$ cat config.mk
export PLATFORM = sky130hd
export DESIGN_NAME = frz_bridge_ctl
export DESIGN_NICKNAME = d
export VERILOG_FILES = /design/src/rtl/frz_pkg.sv /design/src/rtl/frz_fsm.sv /design/src/rtl/frz_csr.sv /design/src/rtl/frz_bridge_ctl.sv
export SDC_FILE = /design/constraint.sdc
export NUM_CORES = 1
export LEC_CHECK = 0
export ABC_CLOCK_PERIOD_IN_PS = 1750
export CORE_UTILIZATION = 38
export DETAILED_ROUTE_END_ITERATION = 7
export DONT_BUFFER_PORTS = 1
export HOLD_SLACK_MARGIN = 0.12
export PLACE_DENSITY = 0.51
export SLEW_MARGIN = 40
export SYNTH_ARGS = -nofsm -noshare
export SYNTH_HDL_FRONTEND = slang
export SYNTH_HIERARCHICAL = 1
export SYNTH_SLANG_ARGS = --single-unit
$ cat constraint.sdc
create_clock -name clk -period 1.75 [get_ports clk]
set_input_delay 0.35 -clock clk [delete_from_list [all_inputs] [get_ports clk]]
set_output_delay 0.35 -clock clk [all_outputs]
set_load 0.02 [all_outputs]
$ cat src/rtl/frz_pkg.sv
package frz_pkg;
    localparam int REG_W = 32;
    localparam int IDX_W = 2;

    localparam logic [IDX_W-1:0] IDX_STATUS  = 2'd0;
    localparam logic [IDX_W-1:0] IDX_CTRL    = 2'd1;
    localparam logic [IDX_W-1:0] IDX_ILLEGAL = 2'd2;
    localparam logic [IDX_W-1:0] IDX_VERSION = 2'd3;

    localparam logic [REG_W-1:0] VER_BASE = 32'h0000_0002;
    localparam logic [REG_W-1:0] VER_ALT  = 32'hAD00_0003;

    typedef enum logic [1:0] {
        ST_THAW,
        ST_DRAIN,
        ST_FROZEN,
        ST_RESUME
    } frz_state_e;
endpackage

$ cat src/rtl/frz_fsm.sv
module frz_fsm
    import frz_pkg::*;
(
    input  logic clk,
    input  logic rst_n,
    input  logic req_frz,
    input  logic req_unf,
    input  logic rst_hold,
    input  logic pend_zero,
    output logic sts_fd,
    output logic sts_ud,
    output logic region_freeze,
    output logic region_rst,
    output logic ill_frz,
    output logic ill_unf
);
    frz_state_e state_q, state_d;

    // state register
    always_ff @(posedge clk or negedge rst_n) begin
        if (!rst_n) state_q <= ST_THAW;
        else        state_q <= state_d;
    end

    // transitions
    always_comb begin
        state_d = state_q;
        unique case (state_q)
            ST_THAW:   if (req_frz)   state_d = ST_DRAIN;
            ST_DRAIN:  if (pend_zero) state_d = ST_FROZEN;
            ST_FROZEN: if (req_unf)   state_d = ST_RESUME;
            ST_RESUME:                state_d = ST_THAW;
            default:                  state_d = ST_THAW;
        endcase
    end

    // outputs decoded from state
    always_comb begin
        sts_fd        = 1'b0;
        sts_ud        = 1'b0;
        region_freeze = 1'b0;
        region_rst    = 1'b0;
        unique case (state_q)
            ST_THAW:   sts_ud = 1'b1;
            ST_DRAIN: begin
                sts_ud        = 1'b1;
                region_freeze = 1'b1;
            end
            ST_FROZEN: begin
                sts_fd        = 1'b1;
                region_freeze = 1'b1;
                region_rst    = rst_hold;
            end
            ST_RESUME: sts_fd = 1'b1;
            default:   sts_ud = 1'b1;
        endcase
        ill_frz = req_frz && (state_q != ST_THAW);
        ill_unf = req_unf && (state_q != ST_FROZEN);
    end
endmodule

$ cat src/rtl/frz_csr.sv
module frz_csr
    import frz_pkg::*;
#(
    parameter logic [REG_W-1:0] VERSION_ID = VER_BASE
) (
    input  logic             clk,
    input  logic             rst_n,
    input  logic             bus_wr,
    input  logic             bus_rd,
    input  logic [IDX_W-1:0] bus_addr,
    input  logic [REG_W-1:0] bus_wdata,
    output logic [REG_W-1:0] bus_rdata,
    input  logic             sts_fd,
    input  logic             sts_ud,
    input  logic             ill_frz,
    input  logic             ill_unf,
    output logic             req_frz,
    output logic             req_unf,
    output logic             rst_hold,
    output logic [REG_W-1:0] ctrl_q,
    output logic [1:0]       ill_q
);
    logic wr_ctrl, wr_ill, ill_clr;

    assign wr_ctrl = bus_wr && (bus_addr == IDX_CTRL);
    assign wr_ill  = bus_wr && (bus_addr == IDX_ILLEGAL);
    assign ill_clr = wr_ill && bus_wdata[0];

    // requests act only on a 0->1 change of their bit
    assign req_frz  = wr_ctrl && bus_wdata[0] && !ctrl_q[0];
    assign req_unf  = wr_ctrl && bus_wdata[2] && !ctrl_q[2];
    assign rst_hold = ctrl_q[1];

    always_ff @(posedge clk or negedge rst_n) begin
        if (!rst_n) ctrl_q <= '0;
        else if (wr_ctrl) ctrl_q <= bus_wdata;
    end

    always_ff @(posedge clk or negedge rst_n) begin
        if (!rst_n) ill_q <= '0;
        else if (ill_frz || ill_unf) ill_q <= ill_q | {ill_unf, ill_frz};
        else if (ill_clr) ill_q <= '0;
    end

    always_comb begin
        bus_rdata = '0;
        if (bus_rd) begin
            unique case (bus_addr)
                IDX_STATUS:  bus_rdata = {{(REG_W-2){1'b0}}, sts_ud, sts_fd};
                IDX_CTRL:    bus_rdata = ctrl_q;
                IDX_ILLEGAL: bus_rdata = {{(REG_W-2){1'b0}}, ill_q};
                IDX_VERSION: bus_rdata = VERSION_ID;
                default:     bus_rdata = '0;
            endcase
        end
    end
endmodule

$ cat src/rtl/frz_bridge_ctl.sv
module frz_bridge_ctl
    import frz_pkg::*;
#(
    parameter bit USE_ALT_ID = 1'b0,
    parameter int CNT_W      = 8
) (
    input  logic             clk,
    input  logic             rst_n,
    input  logic             bus_wr,
    input  logic             bus_rd,
    input  logic [IDX_W-1:0] bus_addr,
    input  logic [REG_W-1:0] bus_wdata,
    output logic [REG_W-1:0] bus_rdata,
    output logic             region_freeze,
    output logic             region_rst,
    input  logic [CNT_W-1:0] pend_cnt
);
    localparam logic [REG_W-1:0] VERSION_ID = USE_ALT_ID ? VER_ALT : VER_BASE;

    logic             req_frz, req_unf, rst_hold, pend_zero;
    logic             sts_fd, sts_ud, ill_frz, ill_unf;
    logic [REG_W-1:0] ctrl_q;
    logic [1:0]       ill_q;

    assign pend_zero = (pend_cnt == '0);

    frz_csr #(.VERSION_ID(VERSION_ID)) u_csr (
        .clk(clk), .rst_n(rst_n),
        .bus_wr(bus_wr), .bus_rd(bus_rd), .bus_addr(bus_addr),
        .bus_wdata(bus_wdata), .bus_rdata(bus_rdata),
        .sts_fd(sts_fd), .sts_ud(sts_ud),
        .ill_frz(ill_frz), .ill_unf(ill_unf),
        .req_frz(req_frz), .req_unf(req_unf), .rst_hold(rst_hold),
        .ctrl_q(ctrl_q), .ill_q(ill_q)
    );

    frz_fsm u_fsm (
        .clk(clk), .rst_n(rst_n),
        .req_frz(req_frz), .req_unf(req_unf),
        .rst_hold(rst_hold), .pend_zero(pend_zero),
        .sts_fd(sts_fd), .sts_ud(sts_ud),
        .region_freeze(region_freeze), .region_rst(region_rst),
        .ill_frz(ill_frz), .ill_unf(ill_unf)
    );
endmodule

; ---- After elaboration in Yosys (flattened, before gate mapping)
; Index checks and enable logic that the tools add are counted.
[op_classes]
addsub = 0
n_mul = 0
div = 0
n_lt_le_gt_ge = 0
n_eq_ne = 10
n_shift = 0
mux = 12
bitwise_logic = 1
n_reduce_logical = 21
[op_table]
columns = cell, n
row1 = 32-bit one-hot mux with 4 select lines, 1
row2 = 32-bit 2-to-1 mux, 1
row3 = 2-bit 2-to-1 mux, 5
row4 = 1-bit logical AND, 9
row5 = "2-bit equality test, second input constant", 4
row6 = 8-bit zero test, 1
row7 = 2-bit one-hot mux with 4 select lines, 1
row8 = 2-bit OR reduction, 3
row9 = "2-bit by 1-bit equality test with 1-bit output, second input constant", 2
row10 = 2-bit zero test, 2
row11 = 1-bit 2-to-1 mux, 4
row12 = "2-bit by 1-bit != test with 1-bit output, second input constant", 2
row13 = "2-bit != test, second input constant", 2
row14 = 2-bit nonzero test, 2
row15 = 3-bit AND reduction, 1
row16 = 1-bit zero test, 2
row17 = 2-bit OR, 1
row18 = 1-bit logical OR, 1
[totals]
ff_bits = 36
latchBits = 0
ram_bits = 0
romBits = 0
inputBits = 46
output_inout_bits = 34
wordCells = 47
mem_count = 0

; ---- Longest topological paths before layout
[depth]
depth_word = 7
mapped_depth = 9

; ---- By module
; The synthesis kept the hierarchy.
[modules_own_cells]
columns = module, n_inst, cells_each, area_each_um2, seq_area_each_um2
row1 = frz_csr, 1, 120, 1691.6, 850.8
row2 = frz_fsm, 1, 19, 191.4, 50.0
row3 = frz_bridge_ctl, 1, 3, 18.8, 0.0

; ---- Worst setup path after synthesis
; Ideal clock, no wire load.
[synth_path]
path_type = input to register
from = input port bus_addr[0]
to = register u_fsm.state_q[1]
setup_ns = 0.128
arrival_ns = 1.666
path_slack_ns = -0.044
stages = 7
cell_sequence = buf_4 -> nand3b_4 -> buf_6 -> nor3b_1 -> clkinv_1 -> a221oi_2 -> mux2_1
[synth_via]
elab_chain_len = 6
[synth_rtl]
columns = element, line
row1 = "start, declared", frz_bridge_ctl.sv:11  ; input logic [IDX_W-1:0] bus_addr,
row2 = 2-bit by 1-bit equality test with 1-bit output, frz_csr.sv:25  ; assign wr_ctrl = bus_wr && (bus_addr == IDX_CTRL);
row3 = 1-bit logical AND, frz_csr.sv:25
row4 = 1-bit logical AND (2 in a row), frz_csr.sv:30  ; assign req_frz = wr_ctrl && bus_wdata[0] && !ctrl_q[0];
row5 = named net req_frz, frz_bridge_ctl.sv:20  ; logic req_frz, req_unf, rst_hold, pend_zero;
row6 = 2-bit by 1-bit != test with 1-bit output (no source line), -
row7 = 3-bit AND reduction (no source line), -
row8 = "end signal, assigned", frz_fsm.sv:22  ; else state_q <= state_d;
row9 = "end, declared", frz_fsm.sv:17  ; frz_state_e state_q, state_d;
; The timed path passes the listed nets, and every way through them passes these cells.
; A chain may end at the register's enable or synchronous reset.

; ---- Worst setup path after layout
[layout_path]
from = register u_fsm.state_q[0]
to = output port bus_rdata[1]
[layout_via]
elab_chain_len = 5
[layout_rtl]
columns = element, line
row1 = 2-bit by 1-bit equality test with 1-bit output / 2-bit zero test (equally long branches), frz_fsm.sv:43  ; unique case (state_q)
row2 = 2-bit OR reduction (no source line) (*), -
row3 = 1-bit 2-to-1 mux (*), frz_fsm.sv:43
row4 = named net sts_ud, frz_bridge_ctl.sv:21  ; logic sts_fd, sts_ud, ill_frz, ill_unf;
row5 = 32-bit one-hot mux with 4 select lines (*), frz_csr.sv:48  ; unique case (bus_addr)
row6 = 32-bit 2-to-1 mux (*), frz_csr.sv:47  ; if (bus_rd) begin
row7 = "end, declared", frz_bridge_ctl.sv:13  ; output logic [REG_W-1:0] bus_rdata,
; Mark *: on every way through the listed nets, which the timed path passes. The rest lies on a longest branch.

==> flow_summary_export.csv <==
group,metric,value,unit
detailed_routing,drtPass1Iterations,2,
sta,worstMarginPinSlew,0.400,ns
clocking,htree_levels,2,
die,dieArea,5270,sq um
final_layout,area_delta_synth_final,11.8,%
global_routing,grt_overflow_total,0,
sta,worst_slack,-0.138,ns
clocking,cts_root_buffer,"clkbuf_8",
worst_setup_path,cp-startpoint,"u_fsm/state_q[0]",
hold_path,hp-start,"bus_wdata[5]",
placed_design,hpwl,2350,microns
sta,hold_viol_final,0,
worst_setup_path,worstRegToRegCells,5,
detailed_routing,drt-vias-per-instance,4.91,
worst_setup_path,start_kind,"flip-flop",
die,row_count,25,
power_and_ir_drop,leakage,1.01,nW
die,ioPinCount,80,
yosys,syn_area,1890,sq um
detailed_routing,drtIter0Drc,27,
sta,fin_hold_ws,0.212,ns
die,die_y,72.6,microns
worst_setup_path,path_cells,"inv_2, ha_1, or2_1, mux2i_1, o21ai_1, and2_4",
worst_setup_path,crit_path_end_kind,"output pin",
detailed_routing,drt-total-wl,3360,microns
worst_setup_path,r2r-start,"u_fsm/state_q[0]",
worst_setup_path,cp.arrival,1.54,ns
yosys,synth_area_per_cell,13.4,sq um
placed_design,place.gp.congestion,0.667,
die,start_util,39.8,%
global_routing,grt_pass1_vias,1103,
flow_run,max_cap_viol_count,0,
sta,clock_skew,0.00460,ns
clocking,cts.sinks,36,
hold_path,hold_path_class,"in -> reg",
clocking,clk_path_buf_depth,2,
worst_setup_path,max_stage_delay,0.42,ns
power_and_ir_drop,power_density,1150,nW/um^2
die,die_x,72.6,microns
detailed_routing,routedWlPerCell,15.5,microns
clocking,clk_latency,0.28,ns
worst_setup_path,critical_path_class,"reg -> out",
power_and_ir_drop,power,2.44,mW
placed_design,portBuffers,0,
hold_path,whs_path_depth,1,
global_routing,track_usage,13.4,%
worst_setup_path,crit_path_top_delay_cell,"dfrtp_1",
yosys,synth_fp_nets,191,
detailed_routing,vias,1061,
run_status,failed_checks,"negative setup slack",
final_layout,n_antenna_cell,0,
global_routing,grt_max_degree,37,
detailed_routing,final_antenna_net_count,0,
final_layout,drive_above_1_share,38.3,%
sta,rsz0062_at_grt,"yes",
yosys,netlist_instances,141,
global_routing,grt_pass1_wl,5200,microns
worst_setup_path,cp.required,1.40,ns
worst_setup_path,critPathMaxFanout,4,
yosys,yosysWarnings,6,
placed_design,pre_cts_slack,-0.0448,ns
detailed_routing,post-route-drc-count,0,
sta,setup_viol,2,
clocking,numCtsBuffers,5,
sta,fin_crit,1.89,ns
clocking,cts_setup_buffers,0,
clocking,cts_tree,"done",
run_status,status,"finished, violations left",
power_and_ir_drop,ir_drop,0.000527,V
sta,slew_viol_final,0,
sta,fin_crit_sh,108,%
sta,max_freq,0.530,GHz
final_layout,nets,198,
sta,slew_headroom,73.3,%
die,core_area,4750,sq um
worst_setup_path,r2r_slack,0.21,ns
clocking,path_clk_slew,0.07,ns
global_routing,antenna_found_initial,0,
==> metrics by stage <==
step,area [sq um],utilization (%),TNS (ns),std cells
floorplan,1910,-,0,141
global placement,1990,41.8,-0.00414,206
detailed placement,1990,41.8,-0.0448,206
CTS,2120,44.6,-0.326,216
global route,2120,44.6,-0.489,216
finish,2120,44.6,-0.272,216
==> registers in the layout, indices dropped and copies added, names as in the netlist <==
signal	cells
u_csr/ctrl_q	32
u_csr/ill_q	2
u_fsm/state_q	2
==> critical path, delay by kind of cell, from the launching register on <==
| family | cells | cell delay, ns |
|---|---|---|
| AO/OA/AOI/OAI | 1 | 0.07 |
| buffers and inverters | 1 | 0.06 |
| multiplexers | 1 | 0.13 |
| flip-flops | 1 | 0.42 |
| adder cells (fa/ha/maj) | 1 | 0.20 |
| AND/OR/NAND/NOR | 2 | 0.39 |
==> routing by layer <==
| layer | part of all wire (%) | track usage, % | wire length (microns) |
|---|---|---|---|
| met4 | 0.51 | 6.54 | 17 |
| met5 | 0 | 0 | 0 |
| met3 | 8.2 | 4.14 | 274 |
| met1 | 45 | 17.6 | 1520 |
| met2 | 46 | 19.9 | 1540 |
==> where the power goes <==
group	switching [mW]	internal (mW)
logic	0.312	0.407
clock network	0.280	0.314
registers	0.112	1.02
total	0.704	1.74
==> repair_timing <==
item	CTS	global route
pin swaps	4	1
resized for setup	8	1
endpoints found under the setup margin	2	2
hold buffers	2	0
endpoints found under the hold margin	36	0
==> path summary, 6_finish.rpt <==
check,to
max reg2reg,u_fsm/state_q[1]
min in group asynchronous,u_csr/ill_q[0]
max,bus_rdata[1]
min reg2reg,u_csr/ill_q[1]
max in group asynchronous,u_csr/ctrl_q[7]
min,u_csr/ctrl_q[5]
==> layout make-up <==
class | instances | area, sq um
fillers | 458 | 2640
multi-input cells | 94 | 946
flip-flops and latches | 36 | 901
well taps | 67 | 83.8
clock buffers | 6 | 82.6
repair buffers | 7 | 80.1
inverters | 4 | 15.0
clock inverters | 2 | 10.0
==> cells in the final DEF, fill, tap and decap left out, types with 3 or more instances in the layout <==
master    instances
buf_4             4
mux2_2            4
and2_1           31
ha_1              3
dfrtp_1          36
clkbuf_8          6
mux2_4           28
(Power assumes the default switching activity.)
